[config.mk]
export PLATFORM = sky130hd
export DESIGN_NAME = be_lane_unit
export DESIGN_NICKNAME = d
export VERILOG_FILES = /design/src/rtl/be_lane_pkg.sv /design/src/rtl/be_align_chk.sv /design/src/rtl/be_store_lane.sv /design/src/rtl/be_load_lane.sv /design/src/rtl/be_lane_unit.sv
export SDC_FILE = /design/constraint.sdc
export NUM_CORES = 1
export LEC_CHECK = 0
export BUFFER_PORTS_ARGS = -buffer_cell sky130_fd_sc_hd__buf_2
export CORE_AREA = 2 2 79 81
export DETAILED_ROUTE_END_ITERATION = 10
export DIE_AREA = 0 0 81 83
export HOLD_SLACK_MARGIN = 0.02
export PLACE_DENSITY_LB_ADDON = 0.25
export REMOVE_ABC_BUFFERS = 1
export SLEW_MARGIN = 25
export SYNTH_ARGS = -nofsm -noshare
export SYNTH_HDL_FRONTEND = slang
export SYNTH_SLANG_ARGS = --single-unit
[constraint.sdc]
create_clock -name clk -period 1.5 [get_ports clk]
set_clock_uncertainty 0.2 [all_clocks]
set_input_delay 0.075 -clock clk [delete_from_list [all_inputs] [get_ports clk]]
set_output_delay 0.075 -clock clk [all_outputs]
set_load 0.05 [all_outputs]
[src/rtl/be_lane_pkg.sv]
package be_lane_pkg;
  localparam int unsigned BYTE_W = 8;
  localparam int unsigned LANES  = 4;
  localparam int unsigned WORD_W = BYTE_W * LANES;
  localparam int unsigned HALF_W = WORD_W / 2;
  localparam int unsigned OFF_W  = $clog2(LANES);

  typedef enum logic [1:0] {
    SZ_BYTE = 2'd0,
    SZ_HALF = 2'd1,
    SZ_WORD = 2'd2,
    SZ_BAD  = 2'd3
  } acc_size_e;

  // Alignment rule per access size.
  function automatic logic off_bad(acc_size_e sz, logic [OFF_W-1:0] off);
    logic r;
    unique case (sz)
      SZ_BYTE: r = 1'b0;
      SZ_HALF: r = off[0];
      SZ_WORD: r = |off;
      default: r = 1'b1;
    endcase
    return r;
  endfunction

  // Big-endian lane enables: offset 0 maps to the top lane.
  function automatic logic [LANES-1:0] lane_mask(acc_size_e sz, logic [OFF_W-1:0] off);
    logic [LANES-1:0] m;
    m = '0;
    unique case (sz)
      SZ_BYTE: m[LANES-1-int'(off)] = 1'b1;
      SZ_HALF: begin
        for (int i = 0; i < LANES; i++)
          m[i] = ((i / 2) == (1 - int'(off[1])));
      end
      SZ_WORD: m = '1;
      default: m = '0;
    endcase
    return m;
  endfunction

  // Select and widen the addressed piece of a returned word.
  function automatic logic [WORD_W-1:0] pick_load(acc_size_e sz, logic [OFF_W-1:0] off,
                                                  logic uns, logic [WORD_W-1:0] w);
    logic [BYTE_W-1:0] b;
    logic [HALF_W-1:0] h;
    logic [WORD_W-1:0] r;
    b = w[(LANES-1-int'(off))*BYTE_W +: BYTE_W];
    h = w[(1-int'(off[1]))*HALF_W +: HALF_W];
    unique case (sz)
      SZ_BYTE: r = {{(WORD_W-BYTE_W){b[BYTE_W-1] & ~uns}}, b};
      SZ_HALF: r = {{(WORD_W-HALF_W){h[HALF_W-1] & ~uns}}, h};
      default: r = w;
    endcase
    return r;
  endfunction
endpackage

[src/rtl/be_align_chk.sv]
module be_align_chk
  import be_lane_pkg::*;
(
  input  logic             active,
  input  acc_size_e        size,
  input  logic [OFF_W-1:0] off,
  output logic             bad
);
  assign bad = active & off_bad(size, off);
endmodule

[src/rtl/be_store_lane.sv]
module be_store_lane
  import be_lane_pkg::*;
(
  input  logic              clk,
  input  logic              rst_n,
  input  logic              active,
  input  acc_size_e         size,
  input  logic [OFF_W-1:0]  off,
  input  logic [WORD_W-1:0] data,
  output logic [LANES-1:0]  wbe,
  output logic [WORD_W-1:0] wdata
);
  assign wbe = active ? lane_mask(size, off) : '0;

  for (genvar g = 0; g < LANES; g++) begin : g_lane
    assign wdata[g*BYTE_W +: BYTE_W] =
      (size == SZ_BYTE) ? data[BYTE_W-1:0] :
      (size == SZ_HALF) ? data[(g % 2)*BYTE_W +: BYTE_W] :
                          data[g*BYTE_W +: BYTE_W];
  end

  assert_byte_one_lane_R3: assert property (@(posedge clk) disable iff (!rst_n)
    (active && size == SZ_BYTE) |-> ($countones(wbe) == 1 && wbe[LANES-1-int'(off)]));

  assert_half_two_lanes_R4: assert property (@(posedge clk) disable iff (!rst_n)
    (active && size == SZ_HALF) |-> ($countones(wbe) == 2 &&
      wdata[WORD_W-1:HALF_W] == data[HALF_W-1:0]));
endmodule

[src/rtl/be_load_lane.sv]
module be_load_lane
  import be_lane_pkg::*;
(
  input  logic              clk,
  input  logic              rst_n,
  input  logic              issue,
  input  acc_size_e         size,
  input  logic [OFF_W-1:0]  off,
  input  logic              uns,
  input  logic [WORD_W-1:0] rdata,
  output logic              vld,
  output logic [WORD_W-1:0] result
);
  acc_size_e        cap_size;
  logic [OFF_W-1:0] cap_off;
  logic             cap_uns;

  always_ff @(posedge clk) begin
    if (!rst_n) begin
      vld      <= 1'b0;
      cap_size <= SZ_WORD;
      cap_off  <= '0;
      cap_uns  <= 1'b0;
    end else begin
      vld <= issue;
      if (issue) begin
        cap_size <= size;
        cap_off  <= off;
        cap_uns  <= uns;
      end
    end
  end

  assign result = pick_load(cap_size, cap_off, cap_uns, rdata);

  assert_rsp_follows_R7: assert property (@(posedge clk) disable iff (!rst_n)
    issue |=> vld);

  assert_rsp_only_after_R7: assert property (@(posedge clk) disable iff (!rst_n)
    vld |-> $past(issue));

  assert_zero_fill_R8: assert property (@(posedge clk) disable iff (!rst_n)
    (vld && cap_uns && cap_size == SZ_BYTE) |-> result[WORD_W-1:BYTE_W] == '0);

  assert_word_pass_R10: assert property (@(posedge clk) disable iff (!rst_n)
    (vld && cap_size == SZ_WORD) |-> result == rdata);
endmodule

[src/rtl/be_lane_unit.sv]
module be_lane_unit
  import be_lane_pkg::*;
#(
  parameter int unsigned ADDR_W = 32
) (
  input  logic              clk,
  input  logic              rst_n,
  input  logic              req_valid,
  input  logic              req_write,
  input  logic [ADDR_W-1:0] req_addr,
  input  logic [1:0]        req_size,
  input  logic              req_unsigned,
  input  logic [WORD_W-1:0] req_wdata,
  output logic              mem_en,
  output logic [ADDR_W-1:0] mem_addr,
  output logic [LANES-1:0]  mem_wbe,
  output logic [WORD_W-1:0] mem_wdata,
  input  logic [WORD_W-1:0] mem_rdata,
  output logic              misalign,
  output logic              rsp_valid,
  output logic [WORD_W-1:0] rsp_data
);
  acc_size_e        size_q;
  logic [OFF_W-1:0] off;
  logic             store_go;
  logic             load_go;

  assign size_q   = acc_size_e'(req_size);
  assign off      = req_addr[OFF_W-1:0];
  assign mem_addr = {req_addr[ADDR_W-1:OFF_W], {OFF_W{1'b0}}};

  be_align_chk u_align (
    .active (req_valid),
    .size   (size_q),
    .off    (off),
    .bad    (misalign)
  );

  assign mem_en   = req_valid & ~misalign;
  assign store_go = mem_en & req_write;
  assign load_go  = mem_en & ~req_write;

  be_store_lane u_store (
    .clk    (clk),
    .rst_n  (rst_n),
    .active (store_go),
    .size   (size_q),
    .off    (off),
    .data   (req_wdata),
    .wbe    (mem_wbe),
    .wdata  (mem_wdata)
  );

  be_load_lane u_load (
    .clk    (clk),
    .rst_n  (rst_n),
    .issue  (load_go),
    .size   (size_q),
    .off    (off),
    .uns    (req_unsigned),
    .rdata  (mem_rdata),
    .vld    (rsp_valid),
    .result (rsp_data)
  );

  assert_misalign_quiet_R2: assert property (@(posedge clk) disable iff (!rst_n)
    misalign |-> (!mem_en && mem_wbe == '0));

  assert_load_no_write_R6: assert property (@(posedge clk) disable iff (!rst_n)
    (req_valid && !req_write) |-> mem_wbe == '0);

  assert_word_lanes_R5: assert property (@(posedge clk) disable iff (!rst_n)
    (store_go && size_q == SZ_WORD) |-> (mem_wbe == '1 && mem_wdata == req_wdata));
endmodule

==> reports/qor.yml <==
min_period_over_period_pct: 127
max_cap_violations: 0
h-tree-depth: 1
cts-root-buf: "clkbuf_8"
grt_pass1_wl_um: 11000
final_common_cell: "buf_2"
grt_pass1_vias: 2197
ff_latch_area_um2: 128
relSlewSlack_pct: 60.5
multiInputGateArea_mm2: 0.00134
setup_violations: 32
cp_max_fo: 23
dpl.cell_count: 441
portBuffers: 143
min_period_ns: 1.90
gp_congestion: 0.763
synthCells: 245
hold_path_end: "u_load.cap_size[1]"
hold_path.class: "in2reg"
r2r-end: "u_load.cap_size[0]"
area_delta_synth_final_pct: 84.0
grt_max_degree: 30
initial_utilization_pct: 30.2
clockBufferDepth: 2
r2r_start: "u_load.cap_size[0]"
place_area_mm2: 0.00247
die_x_um: 81
reg2reg_slack_ns: 0.46
min_from: "rst_n"
clkSinkCount: 6
layout.nets: 511
synth_cell_types: 36
vias: 2399
dr.pass1.iters: 4
vias_per_cell: 4.99
ios: 206
fin_cells: 481
n_fill_cell: 539
fin_area_mm2: 0.00323
finalWorstSetupSlack_ns: -0.398
outcome: "finished, violations left"
p_per_area_mw_per_mm2: 609
grt_usage_pct: 20.1
cts_buffers: 3
drt_iter0_drc: 66
grt_setup_unrepaired: "true"
startpoint_type: "flop"
grt-ovfl-total: 0
final_cell_mix: "buf_2 (107), buf_4 (45), nand2_1 (41), dlygate4sd3_1 (34), buf_6 (26)"
cts_tree: "built"
wl_um: 7550
path_clk_slew_ns: 0.03
drive_above_1_share_pct: 57.6
grt_antenna_before_repair: 0
core_area_mm2: 0.00582
peakVddDrop_mv: 0.351
p_leak_nw: 1.66
ys_ff_latch: 6
failed_checks: "setup timing"
die_y_um: 83
dp_hpwl_um: 5630
hold_viol: 0
ys_seq_area_share_pct: 6.85
yosys_warnings: 0
insertion_delay_ns: 0.22
hold_depth: 3
antenna_left: 0
r2r.worst_path.cells: 4
cp_data_arrival_time_ns: 1.62
cp-end-kind: "primary output"
worstMarginPinSlew_ns: 0.590
drc_errors: 0
rows: 28
die_area_mm2: 0.00672
drv_slew: 0
required_ns: 1.22
wl_per_cell_um: 15.7
syn-cell-area_mm2: 0.00175
fmax_mhz: 527
path_class: "reg2out"
avgSynthCellArea_um2: 7.16
n_antenna_cell: 0
cp-startpoint: "u_load.cap_off[0]"
[synthesized netlist by cell type (all sizes together)]
| master | number | area share (%) |
|---|---|---|
| o21bai | 1 | 0.43 |
| a221oi | 1 | 0.50 |
| or3b | 1 | 0.50 |
| o2bb2ai | 7 | 3.5 |
| a21oi | 1 | 0.29 |
| a2111oi | 1 | 0.50 |
| inv | 5 | 1.1 |
| a22oi | 14 | 6.0 |
| a222oi | 1 | 0.57 |
| mux2i | 16 | 9.1 |
| nand3 | 18 | 5.1 |
| mux2 | 26 | 17 |
| nand3b | 1 | 0.43 |
| and2 | 2 | 0.71 |
| nor2b | 3 | 1.1 |
| nor3 | 5 | 1.4 |
| o21ba | 1 | 0.57 |
| a21o | 1 | 0.43 |
| buf | 53 | 22 |
| clkbuf | 7 | 1.5 |
| nor4b | 1 | 0.50 |
| o21ai | 10 | 2.9 |
| xor2 | 1 | 0.50 |
| o211ai | 7 | 3.0 |
| nor3b | 1 | 0.43 |
| a32oi | 1 | 0.93 |
| conb | 1 | 0.21 |
| nor2 | 9 | 2.4 |
| nand2 | 41 | 8.8 |
| o311a | 1 | 0.57 |
| dfxtp | 6 | 6.8 |
| o211a | 1 | 0.57 |
[cell type report]
type                            instances  share of cell area, %
Clock buffer                            3                   1.28
Inverter                                5                  0.581
Multi-Input combinational cell        175                   41.4
Sequential cell                         6                   3.95
Tap cell                               75                   2.91
Timing Repair Buffer                  217                   49.9
[worst max-delay path by stage]
stage              endpoint  slack (ns)
2_1_floorplan    mem_wbe[3]       -1.38
4_1_cts        rsp_data[14]       -0.41
3_5_place_dp    rsp_data[2]       -0.26
6_report        rsp_data[9]       -0.40
3_3_place_gp    rsp_data[2]       -0.23
5_1_grt        rsp_data[13]       -0.46
[power breakdown]
group	total (mW)	internal (mW)	switching (mW)
Clock	0.231	0.171	0.0590
Sequential	0.172	0.165	0.00750
Combinational	1.56	0.543	1.02
[timing repair]
action	CTS	global route
endpoints found under the setup margin	33	37
gates resized for setup	69	30
buffers inserted	1	1
endpoints found under the hold margin	35	1
pin swaps	3	15
cloned	0	1
hold buffers	34	1
[critical path, cell delays in order, from the launching register on]
cell	delay [ns]
dfxtp_4	0.35
mux2_4	0.31
a32oi_2	0.25
buf_12	0.19
o211ai_1	0.09
buf_4	0.20
[flip-flops by register name (all words and copies together) (netlist names)]
register         flops
u_load.cap_uns       1
u_load.cap_off       2
u_load.vld           1
u_load.cap_size      2
[metal layers]
| layer | vias to the layer above | track usage [%] | share of wire [%] |
|---|---|---|---|
| met1 | 1107 | 25.2 | 41 |
| met5 | - | 0 | 0 |
| met3 | 4 | 5.22 | 9.5 |
| met4 | 0 | 2.93 | 0.61 |
| met2 | 130 | 34.9 | 49 |
| li1 | 1158 | - | - |
[cell families (layout without fill, tap and decap cells)]
group                     after synthesis  after routing  share of synthesized area (%)
and+or+nand+nor                        82             82                           21.3
buffers and inverters                  65            225                           24.4
AOI/OAI and AO/OA                      48             48                           20.7
muxes                                  42             42                           26.0
DFF                                     6              6                           6.85
other                                   1              2                          0.214
xor gates and xnor gates                1              1                          0.499
[through the flow]
| step | setup slack (ns) | util (%) | hold WS, ns | total power [mW] | TNS, ns |
|---|---|---|---|---|---|
| floorplan | -1.38 | - | -0.0500 | 0.910 | -31.92 |
| global placement | -0.228 | 42.5 | -0.0496 | 1.34 | -6.11 |
| detailed placement | -0.265 | 42.5 | -0.0496 | 1.34 | -7.28 |
| CTS | -0.411 | 53.1 | 0.0371 | 1.92 | -11.35 |
| global route | -0.459 | 55.5 | 0.0567 | 2.06 | -12.51 |
| finish | -0.398 | 55.5 | 0.0369 | 1.97 | -10.81 |
Note: power is estimated with default switching activity, not from simulation.
